==> src/rtl/i2cTxnPkg.sv <==
package i2cTxnPkg;

  typedef enum logic [1:0] {
    CMD_START = 2'd0,
    CMD_STOP  = 2'd1,
    CMD_WRITE = 2'd2,
    CMD_READ  = 2'd3
  } seqCmd_t;

  typedef enum logic [1:0] {
    OP_PROBE = 2'd0,
    OP_WRITE = 2'd1,
    OP_READ  = 2'd2
  } txnOp_t;

  typedef enum logic [1:0] {
    TX_CHIP = 2'd0,
    TX_ADDR = 2'd1,
    TX_DATA = 2'd2
  } txSel_t;

  // strobes from control to datapath
  typedef struct packed {
    logic   loadReq;
    logic   decAlen;
    logic   loadData;
    logic   decLen;
    logic   incFail;
    logic   markErr;
    logic   pushRd;
    logic   finish;
    txSel_t txSel;
    logic   rwBit;
  } dpStrobe_t;

endpackage

==> src/rtl/i2cTxnDatapath.sv <==
module i2cTxnDatapath
  import i2cTxnPkg::*;
#(
  parameter int ADDR_BYTES = 4,
  parameter int LEN_W      = 8,
  localparam int ADDR_W    = 8 * ADDR_BYTES,
  localparam int ALEN_W    = $clog2(ADDR_BYTES + 1)
) (
  input  logic              clk,
  input  logic              rstN,
  input  dpStrobe_t         st,
  input  logic [6:0]        reqChip,
  input  logic [ADDR_W-1:0] reqAddr,
  input  logic [ALEN_W-1:0] reqAlen,
  input  logic [LEN_W-1:0]  reqLen,
  input  logic              ovfEn,
  input  logic [6:0]        ovfMask,
  input  logic [7:0]        wrData,
  input  logic [7:0]        seqRxByte,
  output logic [7:0]        txByte,
  output logic              alenZero,
  output logic              alenLast,
  output logic              lenZero,
  output logic              lenLast,
  output logic              rdValid,
  output logic [7:0]        rdData,
  output logic              done,
  output logic [LEN_W-1:0]  status
);

  logic [6:0]        chipReg;
  logic [ADDR_W-1:0] addrReg;
  logic [ALEN_W-1:0] alenCnt;
  logic [LEN_W-1:0]  lenCnt;
  logic [LEN_W-1:0]  failCnt;
  logic [7:0]        dataReg;
  logic              errFlag;

  logic [6:0]        foldHi;
  logic [6:0]        chipEff;
  logic [ALEN_W-1:0] byteIdx;
  logic [7:0]        addrByte;

  // high address bits above the used bytes, folded into the chip field
  assign foldHi  = 7'(reqAddr >> {reqAlen, 3'b000});
  assign chipEff = ovfEn ? (reqChip | (foldHi & ovfMask)) : reqChip;

  // most significant remaining address byte
  assign byteIdx  = alenCnt - ALEN_W'(1);
  assign addrByte = 8'(addrReg >> {byteIdx, 3'b000});

  always_comb begin
    case (st.txSel)
      TX_ADDR: txByte = addrByte;
      TX_DATA: txByte = dataReg;
      default: txByte = {chipReg, st.rwBit};
    endcase
  end

  assign alenZero = (alenCnt == '0);
  assign alenLast = (alenCnt == ALEN_W'(1));
  assign lenZero  = (lenCnt == '0);
  assign lenLast  = (lenCnt == LEN_W'(1));

  always_ff @(posedge clk) begin
    if (!rstN) begin
      chipReg <= '0;
      addrReg <= '0;
      alenCnt <= '0;
      lenCnt  <= '0;
      failCnt <= '0;
      dataReg <= '0;
      errFlag <= 1'b0;
      rdValid <= 1'b0;
      rdData  <= '0;
      done    <= 1'b0;
      status  <= '0;
    end else begin
      rdValid <= st.pushRd;
      done    <= st.finish;
      if (st.loadReq) begin
        chipReg <= chipEff;
        addrReg <= reqAddr;
        alenCnt <= reqAlen;
        lenCnt  <= reqLen;
        failCnt <= '0;
        errFlag <= 1'b0;
      end
      if (st.decAlen)  alenCnt <= alenCnt - ALEN_W'(1);
      if (st.decLen)   lenCnt  <= lenCnt - LEN_W'(1);
      if (st.loadData) dataReg <= wrData;
      if (st.incFail)  failCnt <= failCnt + LEN_W'(1);
      if (st.markErr)  errFlag <= 1'b1;
      if (st.pushRd)   rdData  <= seqRxByte;
      if (st.finish)   status  <= (errFlag || st.markErr) ? LEN_W'(1) : failCnt;
    end
  end

  AST_DONE_PULSE: assert property (@(posedge clk) disable iff (!rstN) done |=> !done);
  AST_FAIL_NO_WRAP: assert property (@(posedge clk) disable iff (!rstN) st.incFail |-> (failCnt != '1));
  AST_ALEN_NO_UNDERFLOW: assert property (@(posedge clk) disable iff (!rstN) st.decAlen |-> !alenZero);

endmodule

==> src/rtl/i2cTxnCtrl.sv <==
module i2cTxnCtrl
  import i2cTxnPkg::*;
#(
  parameter int ADDR_BYTES = 4,
  localparam int ALEN_W    = $clog2(ADDR_BYTES + 1)
) (
  input  logic              clk,
  input  logic              rstN,
  input  logic              reqValid,
  input  logic [1:0]        reqOp,
  input  logic [ALEN_W-1:0] reqAlen,
  output logic              reqReady,
  input  logic              alenZero,
  input  logic              alenLast,
  input  logic              lenZero,
  input  logic              lenLast,
  input  logic              wrValid,
  output logic              wrReady,
  output logic              seqCmdValid,
  output seqCmd_t           seqCmd,
  output logic              seqAckOut,
  input  logic              seqDone,
  input  logic              seqNack,
  output dpStrobe_t         st
);

  typedef enum logic [2:0] {
    S_IDLE, S_START, S_CHIP, S_ADDR, S_WPULL, S_WDATA, S_RDATA, S_STOP
  } state_t;

  state_t state, nextState;
  txnOp_t opReg, opIn;
  logic   rdPhase;
  logic   restartPend;

  always_comb begin
    case (reqOp)
      2'd1:    opIn = OP_WRITE;
      2'd2:    opIn = OP_READ;
      default: opIn = OP_PROBE;
    endcase
  end

  always_comb begin
    nextState   = state;
    st          = '0;
    reqReady    = 1'b0;
    wrReady     = 1'b0;
    seqCmdValid = 1'b0;
    seqCmd      = CMD_START;
    seqAckOut   = 1'b0;
    case (state)
      S_IDLE: begin
        reqReady = 1'b1;
        if (reqValid) begin
          st.loadReq = 1'b1;
          nextState  = S_START;
        end
      end
      S_START: begin
        seqCmdValid = 1'b1;
        seqCmd      = CMD_START;
        if (seqDone) nextState = S_CHIP;
      end
      S_CHIP: begin
        seqCmdValid = 1'b1;
        seqCmd      = CMD_WRITE;
        st.txSel    = TX_CHIP;
        st.rwBit    = rdPhase;
        if (seqDone) begin
          if (opReg == OP_PROBE) begin
            st.markErr = seqNack;
            nextState  = S_STOP;
          end else if (rdPhase) begin
            nextState = lenZero ? S_STOP : S_RDATA;
          end else if (seqNack) begin
            st.markErr = 1'b1;
            nextState  = S_STOP;
          end else if (!alenZero) begin
            nextState = S_ADDR;
          end else begin
            nextState = lenZero ? S_STOP : S_WPULL;
          end
        end
      end
      S_ADDR: begin
        seqCmdValid = 1'b1;
        seqCmd      = CMD_WRITE;
        st.txSel    = TX_ADDR;
        if (seqDone) begin
          st.decAlen = 1'b1;
          if (seqNack) begin
            st.markErr = 1'b1;
            st.finish  = 1'b1;
            nextState  = S_IDLE;
          end else if (alenLast) begin
            if (opReg == OP_READ) nextState = S_STOP;
            else                  nextState = lenZero ? S_STOP : S_WPULL;
          end
        end
      end
      S_WPULL: begin
        wrReady = 1'b1;
        if (wrValid) begin
          st.loadData = 1'b1;
          nextState   = S_WDATA;
        end
      end
      S_WDATA: begin
        seqCmdValid = 1'b1;
        seqCmd      = CMD_WRITE;
        st.txSel    = TX_DATA;
        if (seqDone) begin
          st.decLen  = 1'b1;
          st.incFail = seqNack;
          nextState  = lenLast ? S_STOP : S_WPULL;
        end
      end
      S_RDATA: begin
        seqCmdValid = 1'b1;
        seqCmd      = CMD_READ;
        seqAckOut   = lenLast;
        if (seqDone) begin
          st.pushRd = 1'b1;
          st.decLen = 1'b1;
          nextState = lenLast ? S_STOP : S_RDATA;
        end
      end
      S_STOP: begin
        seqCmdValid = 1'b1;
        seqCmd      = CMD_STOP;
        if (seqDone) begin
          if (restartPend) begin
            nextState = S_START;
          end else begin
            st.finish = 1'b1;
            nextState = S_IDLE;
          end
        end
      end
      default: nextState = S_IDLE;
    endcase
  end

  always_ff @(posedge clk) begin
    if (!rstN) begin
      state       <= S_IDLE;
      opReg       <= OP_PROBE;
      rdPhase     <= 1'b0;
      restartPend <= 1'b0;
    end else begin
      state <= nextState;
      if (st.loadReq) begin
        opReg       <= opIn;
        rdPhase     <= (opIn == OP_READ) && (reqAlen == '0);
        restartPend <= 1'b0;
      end
      if (state == S_ADDR && seqDone && !seqNack && alenLast && opReg == OP_READ)
        restartPend <= 1'b1;
      if (state == S_STOP && seqDone && restartPend) begin
        restartPend <= 1'b0;
        rdPhase     <= 1'b1;
      end
    end
  end

  AST_WRREADY_NO_CMD: assert property (@(posedge clk) disable iff (!rstN) wrReady |-> !seqCmdValid);
  AST_FINISH_TO_IDLE: assert property (@(posedge clk) disable iff (!rstN) st.finish |=> reqReady);
  AST_ADDR_NONEMPTY: assert property (@(posedge clk) disable iff (!rstN) (state == S_ADDR) |-> !alenZero);

endmodule

==> src/rtl/i2cRegTxn.sv <==
module i2cRegTxn
  import i2cTxnPkg::*;
#(
  parameter int ADDR_BYTES = 4,
  parameter int LEN_W      = 8,
  localparam int ADDR_W    = 8 * ADDR_BYTES,
  localparam int ALEN_W    = $clog2(ADDR_BYTES + 1)
) (
  input  logic              clk,
  input  logic              rstN,
  input  logic              reqValid,
  output logic              reqReady,
  input  logic [1:0]        reqOp,
  input  logic [6:0]        reqChip,
  input  logic [ADDR_W-1:0] reqAddr,
  input  logic [ALEN_W-1:0] reqAlen,
  input  logic [LEN_W-1:0]  reqLen,
  input  logic              ovfEn,
  input  logic [6:0]        ovfMask,
  input  logic              wrValid,
  output logic              wrReady,
  input  logic [7:0]        wrData,
  output logic              rdValid,
  output logic [7:0]        rdData,
  output logic              seqCmdValid,
  output logic [1:0]        seqCmd,
  output logic [7:0]        seqTxByte,
  output logic              seqAckOut,
  input  logic              seqDone,
  input  logic              seqNack,
  input  logic [7:0]        seqRxByte,
  output logic              done,
  output logic [LEN_W-1:0]  status
);

  dpStrobe_t st;
  seqCmd_t   cmdE;
  logic      alenZero, alenLast, lenZero, lenLast;

  i2cTxnCtrl #(.ADDR_BYTES(ADDR_BYTES)) uCtrl (
    .clk(clk), .rstN(rstN),
    .reqValid(reqValid), .reqOp(reqOp), .reqAlen(reqAlen), .reqReady(reqReady),
    .alenZero(alenZero), .alenLast(alenLast), .lenZero(lenZero), .lenLast(lenLast),
    .wrValid(wrValid), .wrReady(wrReady),
    .seqCmdValid(seqCmdValid), .seqCmd(cmdE), .seqAckOut(seqAckOut),
    .seqDone(seqDone), .seqNack(seqNack), .st(st)
  );

  i2cTxnDatapath #(.ADDR_BYTES(ADDR_BYTES), .LEN_W(LEN_W)) uData (
    .clk(clk), .rstN(rstN), .st(st),
    .reqChip(reqChip), .reqAddr(reqAddr), .reqAlen(reqAlen), .reqLen(reqLen),
    .ovfEn(ovfEn), .ovfMask(ovfMask), .wrData(wrData), .seqRxByte(seqRxByte),
    .txByte(seqTxByte), .alenZero(alenZero), .alenLast(alenLast),
    .lenZero(lenZero), .lenLast(lenLast),
    .rdValid(rdValid), .rdData(rdData), .done(done), .status(status)
  );

  assign seqCmd = cmdE;

  AST_RD_FOLLOWS_READ: assert property (@(posedge clk) disable iff (!rstN)
    rdValid |-> $past(seqDone && seqCmdValid && (seqCmd == 2'd3)));
  AST_NO_CMD_WHEN_READY: assert property (@(posedge clk) disable iff (!rstN)
    reqReady |-> !seqCmdValid);

endmodule

==> config.mk <==
export PLATFORM = sky130hd
export DESIGN_NAME = i2cRegTxn
export DESIGN_NICKNAME = d
export VERILOG_FILES = /design/src/rtl/i2cTxnPkg.sv /design/src/rtl/i2cTxnDatapath.sv /design/src/rtl/i2cTxnCtrl.sv /design/src/rtl/i2cRegTxn.sv
export SDC_FILE = /design/constraint.sdc
export NUM_CORES = 1
export LEC_CHECK = 0
export BUFFER_PORTS_ARGS = -buffer_cell sky130_fd_sc_hd__buf_2
export CAP_MARGIN = 20
export CORE_UTILIZATION = 39
export DETAILED_ROUTE_END_ITERATION = 10
export MAX_ROUTING_LAYER = met4
export SLEW_MARGIN = 20
export SYNTH_ARGS = -nofsm -noshare
export SYNTH_HDL_FRONTEND = slang
export SYNTH_SLANG_ARGS = --single-unit
==> constraint.sdc <==
create_clock -name clk -period 5.8 [get_ports clk]
set_input_delay 1.16 -clock clk [delete_from_list [all_inputs] [get_ports clk]]
set_output_delay 1.16 -clock clk [all_outputs]
set_load 0.1 [all_outputs]
# Word-level counts from Yosys, hierarchy flattened
# Index checks and enable logic that the tools add are counted.
# classes
addsub	3
multipliers	0
div	0
n_lt_le_gt_ge	0
eq_ne	24
shifts	2
muxes	62
bitwise	3
n_reduce_logical	24
# op_table
cell	n
$mux 3	17
$mux 8	5
$shr 32x6->7	1
$shr 32x6->8	1
$mux 1	28
$pmux 3 s8	1
$ne 2x2->1 const B	8
$pmux 8 s2	1
$eq 3x3->1 const B	4
$reduce_bool 2->1	6
$logic_not 3->1	3
$reduce_and 9->1	1
$add 8x1->8 const B	1
$eq 2x2->1 const B	4
$eq 8x1->1 const B	1
$logic_not 8->1	1
$pmux 2 s2	2
$sub 8x1->8 const B	1
$and 7x7->7	1
$logic_and 1x1->1	7
$mux 7	1
$or 7x7->7	1
$eq 3x1->1 const B	2
$eq 3x2->1 const B	2
13 further kinds	18
# totals
regBits	92
latch_bits	0
ram_bits	0
romBits	0
out_inout_bits	32
mem_count	0

# Logic depth before layout (Yosys ltp)
# Gate-level depths: netlist of run 1.
# depth
depth_word	8
ltp_mapped	7

# Cells and area by module
# A second synthesis of run 1 with hierarchy kept.
# hier_totals
hier_cells	525
area_unflattened_um2	4787.1
# modules_own_cells
mod	n_inst	cells_per_inst	area_each_um2
i2cTxnDatapath	1	437	4142.7
i2cTxnCtrl	1	88	644.4

# Worst setup path before layout of run 1
# OpenSTA, ideal clock, no wires.
# synth_path
path_kind	reg2out
from	reg uData.alenCnt[0]
to	out seqTxByte[0]
arrival_time_ns	3.611
t_required_ns	4.640
setup_slack_ns	1.029
stages_incl_launch_ff	8
path_cell_list	dfxtp_1 buf_2 inv_1 ha_1 clkbuf_1 mux4_2 inv_1 o21ai_0
# synth_between
elab_chain_cells	3
# synth_rtl
element	line	text
start, declared	i2cTxnDatapath.sv:33	logic [ALEN_W-1:0] alenCnt;
start signal, assigned	i2cTxnDatapath.sv:84	alenCnt <= reqAlen;
start signal, assigned	i2cTxnDatapath.sv:89	if (st.decAlen) alenCnt <= alenCnt - ALEN_W'(1);
$sub 3x1->3	i2cTxnDatapath.sv:49	assign byteIdx = alenCnt - ALEN_W'(1);
$shr 32x6->8	i2cTxnDatapath.sv:50	assign addrByte = 8'(addrReg >> {byteIdx, 3'b000});
$pmux 8 s2	i2cTxnDatapath.sv:53	case (st.txSel)
end, declared	i2cRegTxn.sv:27	output logic [7:0] seqTxByte,
# No other way between the ends.

# Worst setup path in the final report of run 1
# Same ends and word-level chain as after synthesis.

==> impl_metrics.yaml, run 1 <==
final_layout:
  stdcell_count: 766
  syn_to_final_growth_pct: 18.2
  diodes: 0
  drive_gt1_share_pct: 25.8
  nets: 707
  fin_area_mm2: 0.00540
floorplan:
  io_pins: 114
  die_w_um: 110
  coreArea_mm2: 0.0114
  die_h_um: 110
  start_util_pct: 40.0
  die_area_mm2: 0.0121
  std_cell_rows: 39
yosys:
  ys_ff_latch: 92
  synthCells: 533
  synth_edf_count: 0
  ys_warn_count: 0
  synth_cell_types: 60
  synthTopCellsByArea: "dfxtp_1, nand2_1, mux4_2"
  yosysTopAreaCellShare_pct: 40.4
  ys_seq_area_share_pct: 40.4
  synth_nets: 622
  syn-cell-area_mm2: 0.00456
  synth_top_area_cell: "dfxtp_1"
  async_flop_share_pct: 0
  synthFlopType: "dfxtp_1"
  syn_avg_cell_area_um2: 8.56
clocking:
  ctsHoldBuffers: 0
  cts_buffers: 9
  cts_max_level: 3
  cts_tree: "built"
  clkTransAtPathRegs_ps: 60
  cts_num_sinks: 92
  cts_resized: 0
  cts.root.buffer_cell: "clkbuf_16"
  clockBufferDepth: 2
  clk_latency_ps: 350
  cts_setup_buffers: 0
global_routing:
  antenna_found_initial: 0
  grt_max_degree: 65
  grt_overflow: 0
  grt_pass1_vias: 3752
  grt_first_pass_wirelength_mm: 18.7
  grt_use_total_pct: 20.8
power_and_ir_drop:
  clockPowerShare_pct: 35.5
  irDropWorstVdd_uv: 129
  pwr-share-seq_pct: 44.8
  p_int_mw: 1.06
  leakage_nw: 2.14
  pwr_density_cell_mw_per_mm2: 289
  switchingPower_uw: 493
  p_sw_share_pct: 31.7
  p_comb_share_pct: 19.7
min_path:
  hp-class: "reg2reg"
  hp-start: "uData.addrReg[15]"
  hold_path_depth: 2
  holdPathEnd: "uData.addrReg[15]"
sta:
  finalSetupViolations: 0
  period_minus_slack_ps: 4150
  fin_setup_tns_ps: 0
  holdWs_ps: 454
  fin_skew_ps: 7.97
  hold_violations: 0
  maxSlewViolCount: 0
  max_freq_ghz: 0.241
  tightest_slew_ps: 971
  maxSlewHeadroom_pct: 34.7
  fin_crit_sh_pct: 71.5
  rsz0062_at_grt: "no"
critical_path:
  r2r-start: "uCtrl.state[2]"
  required_ps: 4640
  startpoint_type: "register"
  critPathMaxFanout: 11
  arrival_ps: 2990
  cp-end-kind: "primary output"
  reg2regPathDepth: 4
  path_class: "reg2out"
  reg2reg_setup_slack_ps: 3420
  reg2reg_to: "uData.rdData[3]"
place:
  hpwlAfterDp_mm: 8.23
  place.gp.congestion: 0.810
  place_area_mm2: 0.00512
  portBuffers: 113
  dp_cells: 750
drt:
  wirelength_mm: 11.9
  postRouteAntennaNets: 0
  avgViaCountPerCell: 5.37
  vias: 4110
  drtIter0Drc: 242
  wire_per_inst_um: 15.5
  drc_errors: 2
  drt_pass1_iterations: 7
job:
  cap_violations: 0
outcome:
  status: "finished, violations left"
  violations: "DRC"
power groups by stage:
| stage | registers (mW) | logic (mW) | clock network [mW] |
|---|---|---|---|
| floorplan | 0.694 | 0.249 | 0 |
| global placement | 0.711 | 0.302 | 0 |
| detailed placement | 0.712 | 0.308 | 0 |
| CTS | 0.697 | 0.308 | 0.563 |
| global route | 0.703 | 0.334 | 0.593 |
| finish | 0.698 | 0.307 | 0.552 |
routing by layer:
layer  wire length [um]  GRT usage (%)  share of wire, %
met1               5820           28.1                49
met2               5270           31.3                44
met3                633           4.00               5.3
met4                140           6.58               1.2
met5                  0              -                 0
sequential cells by signal, summed over array words and instances, names as in the netlist, 2 cells and up:
name,count
uData.addrReg,32
uCtrl.opReg,2
uData.dataReg,8
uData.failCnt,8
uCtrl.state,3
uData.rdData,8
uData.chipReg,7
uData.lenCnt,8
uData.alenCnt,3
uData.status,8
synth_stat cells, types with 2 or more instances:
cell type and number:
clkbuf_1 22, o211ai_1 4, nand3_1 11, mux2_2 4
nand2b_1 5, nor3b_1 2, xnor2_1 2, a22oi_1 8
nor4_1 3, nor3_1 8, and4b_1 2, mux2i_1 10
dfxtp_1 92, nand3b_1 5, a41oi_1 2, nor2b_1 6
a32oi_1 5, and2_1 5, buf_2 13, nand2_1 108
mux4_2 15, o21a_1 2, o21ai_0 25, nor2_1 21
or3_1 2, a31oi_1 14, inv_1 18, ha_1 7
a21oi_1 66, a22o_1 7, and3_1 3, o41ai_1 2
xor2_1 2, buf_6 4, nand4_1 3
final cells by class:
cell class	count	area [um2]
multi-input cells	382	2450
clock inverters	7	51.3
repair buffers	115	581
flip-flops and latches	92	1840
inverters	18	67.6
clock buffers	9	225
well taps	143	179
fillers	1150	6020
placed cells by master (no fill, tap or decap), types with 8 or more instances in the layout:
master	instances
nor3_1	8
mux2i_1	10
dfxtp_1	92
clkbuf_16	9
o21ai_0	25
a21oi_1	66
a22oi_1	8
nand3_1	11
nor2_1	21
buf_2	113
nand2_1	108
mux4_2	15
inv_1	17
a31oi_1	14
cell families after synthesis:
family          share of synthesized area [%]
compound gates                           19.4
xor+xnor                                0.768
fa+ha+maj                                1.92
buf+inv                                  5.95
flops                                    40.4
mux                                      10.6
simple gates                             21.1
worst max-delay path, stage by stage, from the launching register on:
cell	delay, ps
dfxtp_1	780
inv_1	200
ha_1	600
mux4_2	270
inv_1	30
o21ai_0	260
buf_2	500
how the worst max path moves through the flow:
stage / startpoint / endpoint / depth (start not counted)
after floorplan: uData.alenCnt[0] / seqTxByte[0] / 7
after global placement: uData.alenCnt[0] / seqTxByte[0] / 6
after detailed placement: uData.alenCnt[0] / seqTxByte[0] / 6
after CTS: uData.alenCnt[0] / seqTxByte[0] / 6
after global routing: uData.alenCnt[0] / seqTxByte[0] / 6
final: uData.alenCnt[0] / seqTxByte[0] / 6
metrics by stage:
stage | utilization (%) | power (mW) | worst slack (ps)
global placement | 44.8 | 1.01 | 2110
floorplan | - | 0.943 | 1030
finish | 47.3 | 1.56 | 1650
detailed placement | 44.8 | 1.02 | 1990
global route | 47.3 | 1.63 | 1430
CTS | 47.3 | 1.57 | 1620
Note: power is estimated with default switching activity, not from simulation.
==> inputs of run 2 (changes only) <==
==> constraint.sdc (replaced) <==
create_clock -name clk -period 3.5 [get_ports clk]
set_input_delay 0.7 -clock clk [delete_from_list [all_inputs] [get_ports clk]]
set_output_delay 0.7 -clock clk [all_outputs]
set_load 0.1 [all_outputs]
==> run 2 against run 1 <==
Effect of this change: clock skew up 3.0 ps; sequential share of layout area down 1.3 points; hold slack worse by 0.96 ps; clock-buffer cell count up 1; sequential power up 63%; first-iteration DRC count down 14%; total power up 72%; die area unchanged; register-to-register slack worse by 2100 ps; the run now ends clean.
==> impl_metrics.yaml, run 2 (synthesis results as in run 1) <==
outcome:
  status: "finished, final reports clean"
final_layout:
  regMostFlops: "uData.addrReg"
  syn_to_final_growth_pct: 22.8
  regArea_mm2: 0.00184
  fin_area_mm2: 0.00560
  multi_input_area_mm2: 0.00248
  diodes: 0
  layout_commonest_cell: "nand2_1"
  fillers: 1152
  largest_reg_flops: 32
  stdcell_count: 770
  drive_gt1_share_pct: 27.6
  final_cell_mix: "nand2_1, buf_2, dfxtp_1"
  nets: 711
critical_path:
  required_ps: 2800
  r2r-start: "uCtrl.state[2]"
  crit_start: "uData.alenCnt[0]"
  startpoint_type: "register"
  reg2regPathDepth: 4
  cp-end-kind: "primary output"
  reg2reg_to: "uData.alenCnt[1]"
  arrival_ps: 2440
  reg2reg_setup_slack_ps: 1320
  path_class: "reg2out"
  critPathMaxFanout: 11
floorplan:
  die_area_mm2: 0.0121
  die_w_um: 110
  coreArea_mm2: 0.0114
  std_cell_rows: 39
  die_h_um: 110
  io_pins: 114
  start_util_pct: 40.0
place:
  dp_cells: 754
  place.gp.congestion: 0.824
  post-place-ws_ps: 685
  place_area_mm2: 0.00531
  portBuffers: 113
  hpwlAfterDp_mm: 8.50
drt:
  vias: 4152
  wire_per_inst_um: 15.9
  postRouteAntennaNets: 0
  wirelength_mm: 12.2
  drt_pass1_iterations: 5
  drc_errors: 0
  drtIter0Drc: 209
  avgViaCountPerCell: 5.39
power_and_ir_drop:
  irDropWorstVdd_uv: 331
  pwr_density_cell_mw_per_mm2: 479
  leakage_nw: 2.21
global_routing:
  grt_first_pass_wirelength_mm: 19.2
  grt_overflow: 0
  antenna_found_initial: 0
  grt_max_degree: 53
  grt_use_total_pct: 21.6
  grt_pass1_vias: 3852
job:
  cap_violations: 0
clocking:
  clkTransAtPathRegs_ps: 70
  cts_buffers: 9
  ctsHoldBuffers: 0
  clk_latency_ps: 350
  cts_num_sinks: 92
  cts.root.buffer_cell: "clkbuf_16"
  cts_resized: 0
  cts_tree: "built"
  cts_setup_buffers: 0
  cts_max_level: 3
  clockBufferDepth: 2
sta:
  maxSlewHeadroom_pct: 42.4
  tightest_slew_ps: 863
  fin_skew_ps: 11.0
  period_minus_slack_ps: 3140
  max_freq_ghz: 0.318
  rsz0062_at_grt: "no"
  finalSetupViolations: 0
  fin_crit_sh_pct: 89.9
  worst_slack_ps: 355
  hold_violations: 0
  fin_setup_tns_ps: 0
  maxSlewViolCount: 0
min_path:
  hold_path_depth: 2
  hp-start: "uData.rdData[0]"
  hp-class: "reg2reg"
  holdPathEnd: "uData.rdData[0]"
[run 2: where the power goes]
group | internal (mW) | total, mW | switching [mW]
registers | 1.10 | 1.14 | 0.0425
clock network | 0.513 | 0.965 | 0.452
logic | 0.215 | 0.576 | 0.361
total | 1.83 | 2.69 | 0.856
[run 2: cell type report]
class / instances / area share [%]
clock buffer: 10 / 4.27
clock inverter: 6 / 0.916
sequential: 92 / 32.9
tap: 143 / 3.19
multi-input combinational: 382 / 44.3
inverter: 18 / 1.21
timing repair buffer: 119 / 13.3
[run 2: worst max-delay path by stage]
stage | end
global route | seqTxByte[3]
detailed placement | seqTxByte[0]
finish | seqTxByte[1]
floorplan | reqReady
CTS | seqTxByte[0]
global placement | seqTxByte[0]
[run 2: through the flow]
stage / utilization [%] / power (mW) / hold slack [ps]
finish: 49.1 / 2.69 / 453
global route: 49.1 / 2.80 / 473
detailed placement: 46.5 / 1.74 / 445
global placement: 46.5 / 1.73 / 441
CTS: 49.1 / 2.70 / 455
floorplan: - / 1.57 / 433
[run 2: worst max-delay path: stages (launching register included)]
cell,delay (ps)
dfxtp_1,310
buf_4,230
inv_1,110
ha_1,240
xnor2_1,130
nand3_1,460
o21ai_2,390
buf_12,210
[run 2: routing by layer]
layer | track usage (%) | vias up | wire, um
met5 | - | - | 0
met3 | 4.94 | 15 | 741
li1 | - | 2083 | -
met2 | 33.5 | 122 | 5730
met1 | 27.6 | 1932 | 5600
met4 | 7.52 | 0 | 161
==> inputs of run 3 (changes only) <==
--- a/config.mk
+++ b/config.mk
@@ -6,10 +6,10 @@
 export NUM_CORES = 1
 export LEC_CHECK = 0
 export BUFFER_PORTS_ARGS = -buffer_cell sky130_fd_sc_hd__buf_2
-export CAP_MARGIN = 20
-export CORE_UTILIZATION = 39
+export CORE_UTILIZATION = 48
 export DETAILED_ROUTE_END_ITERATION = 10
 export MAX_ROUTING_LAYER = met4
+export PLACE_DENSITY = 0.76
 export SLEW_MARGIN = 20
 export SYNTH_ARGS = -nofsm -noshare
 export SYNTH_HDL_FRONTEND = slang
==> run 3 against run 2 <==
Effect of this change: clock skew up 2.0 ps; setup slack got worse by 99 ps; combinational power is 7.6% lower; flip-flop and latch count did not move; non-clock buffer count down 1; final area down 4.4%.
==> impl_metrics.yaml, run 3 (synthesis results as in run 1) <==
drt:
  drc_errors: 0
  drtIter0Drc: 253
  vias: 4180
  wirelength_mm: 11.0
  wire_per_inst_um: 14.5
  avgViaCountPerCell: 5.53
  postRouteAntennaNets: 0
  drt_pass1_iterations: 4
place:
  portBuffers: 113
  place.gp.congestion: 0.824
  hpwlAfterDp_mm: 7.99
  post-place-ws_ps: 608
critical_path:
  slowest_stage: "buf_2"
  crit_start: "uData.alenCnt[0]"
  path_class: "reg2out"
  r2r-start: "uCtrl.state[1]"
  required_ps: 2800
  crit_chain: "buf_4, inv_1, ha_1, xnor2_1, nand3_1, o21ai_2, buf_2"
  arrival_ps: 2540
  startpoint_type: "register"
  critPathMaxFanout: 11
  slowest_delay_ps: 460
  cp-end-kind: "primary output"
clocking:
  clockBufferDepth: 2
  cts_buffers: 9
  clk_latency_ps: 360
  cts_tree: "built"
  cts_max_level: 3
  ctsHoldBuffers: 0
  cts_setup_buffers: 0
  cts_resized: 0
  cts_num_sinks: 92
  clkTransAtPathRegs_ps: 90
  cts.root.buffer_cell: "clkbuf_8"
sta:
  holdWs_ps: 460
  hold_violations: 0
  period_minus_slack_ps: 3240
  max_freq_ghz: 0.308
  maxSlewHeadroom_pct: 42.5
  fin_crit_sh_pct: 92.7
  maxSlewViolCount: 0
  fin_skew_ps: 13.0
  worst_slack_ps: 256
  tightest_slew_ps: 856
  rsz0062_at_grt: "no"
  finalSetupViolations: 0
  fin_setup_tns_ps: 0
power_and_ir_drop:
  finalPower_mw: 2.36
  p_comb_share_pct: 22.6
  irDropWorstVdd_uv: 205
  leakage_nw: 2.13
  pwr-share-seq_pct: 48.3
  switchingPower_uw: 788
  pwr_density_cell_mw_per_mm2: 441
  p_int_mw: 1.57
  clockPowerShare_pct: 29.2
  p_sw_share_pct: 33.4
floorplan:
  start_util_pct: 49.4
  std_cell_rows: 35
  die_h_um: 99.5
  io_pins: 114
  die_area_mm2: 0.00990
  coreArea_mm2: 0.00924
  die_w_um: 99.5
global_routing:
  grt_use_total_pct: 23.1
  grt_first_pass_wirelength_mm: 17.9
  grt_max_degree: 65
  grt_overflow: 0
  antenna_found_initial: 1
  grt_pass1_vias: 3781
final_layout:
  regArea_mm2: 0.00184
  drive_gt1_share_pct: 27.5
  regMostFlops: "uData.addrReg"
  layout_commonest_cell: "buf_2"
  multi_input_area_mm2: 0.00248
  syn_to_final_growth_pct: 17.3
  largest_reg_flops: 32
  final_cell_mix: "buf_2, nand2_1, dfxtp_1"
  nets: 710
  fillers: 853
min_path:
  hp-start: "uData.addrReg[9]"
  hp-class: "reg2reg"
job:
  cap_violations: 0
outcome:
  status: "finished, final reports clean"
## run 3: cell types whose count changed in the layout (fill, tap and decap cells not counted), moves of 2 or more
| cell | change |
|---|---|
| clkbuf_8 | +9 |
| buf_2 | +8 |
| buf_12 | -9 |
| inv_6 | -3 |
| clkinv_4 | +2 |
| clkbuf_16 | -9 |
## run 3: critical path: cells and delay by family (launching register included)
family | cells | cell delay, ps
AO/OA/AOI/OAI | 1 | 330
AND/OR/NAND/NOR | 1 | 400
flip-flops | 1 | 320
buffers and inverters | 3 | 780
XOR/XNOR | 1 | 140
adder cells (fa/ha/maj) | 1 | 230
## run 3: path summary, 6_finish.rpt
| kind | endpoint | slack, ps | depth (start not counted) |
|---|---|---|---|
| setup / recovery | seqTxByte[3] | 260 | 7 |
| hold / removal | uData.addrReg[9] | 460 | 2 |
| hold reg to reg | uData.addrReg[9] | 460 | 2 |
| setup reg to reg | uData.status[6] | 1390 | 4 |
## run 3: layer usage
layer,wire [um],global-route usage (%)
met5,0,-
met4,174,8.26
met3,612,3.44
met2,5120,36.4
met1,5070,30.4
## run 3: power by group through the flow
stage	sequential [mW]	clock [mW]	combinational, mW
floorplan	1.15	0	0.421
global placement	1.16	0	0.520
detailed placement	1.16	0	0.531
CTS	1.14	0.704	0.532
global route	1.15	0.747	0.577
finish	1.14	0.689	0.532
## run 3: layout make-up
cell class | count | share of cell area [%]
Multi-Input combinational cell | 382 | 46.3
Sequential cell | 92 | 34.4
Timing Repair Buffer | 118 | 11.3
Tap cell | 129 | 3.01
Clock buffer | 10 | 2.57
Inverter | 18 | 1.26
Clock inverter | 6 | 1.10
Antenna cell | 1 | 0.0467
## run 3: through the flow
stage / utilization [%] / std cells / instance area (um2)
global route: 57.9 / 756 / 5350
detailed placement: 55.8 / 739 / 5150
global placement: 55.8 / 739 / 5150
floorplan: - / 533 / 4590
CTS: 57.9 / 755 / 5350
finish: 57.9 / 756 / 5350
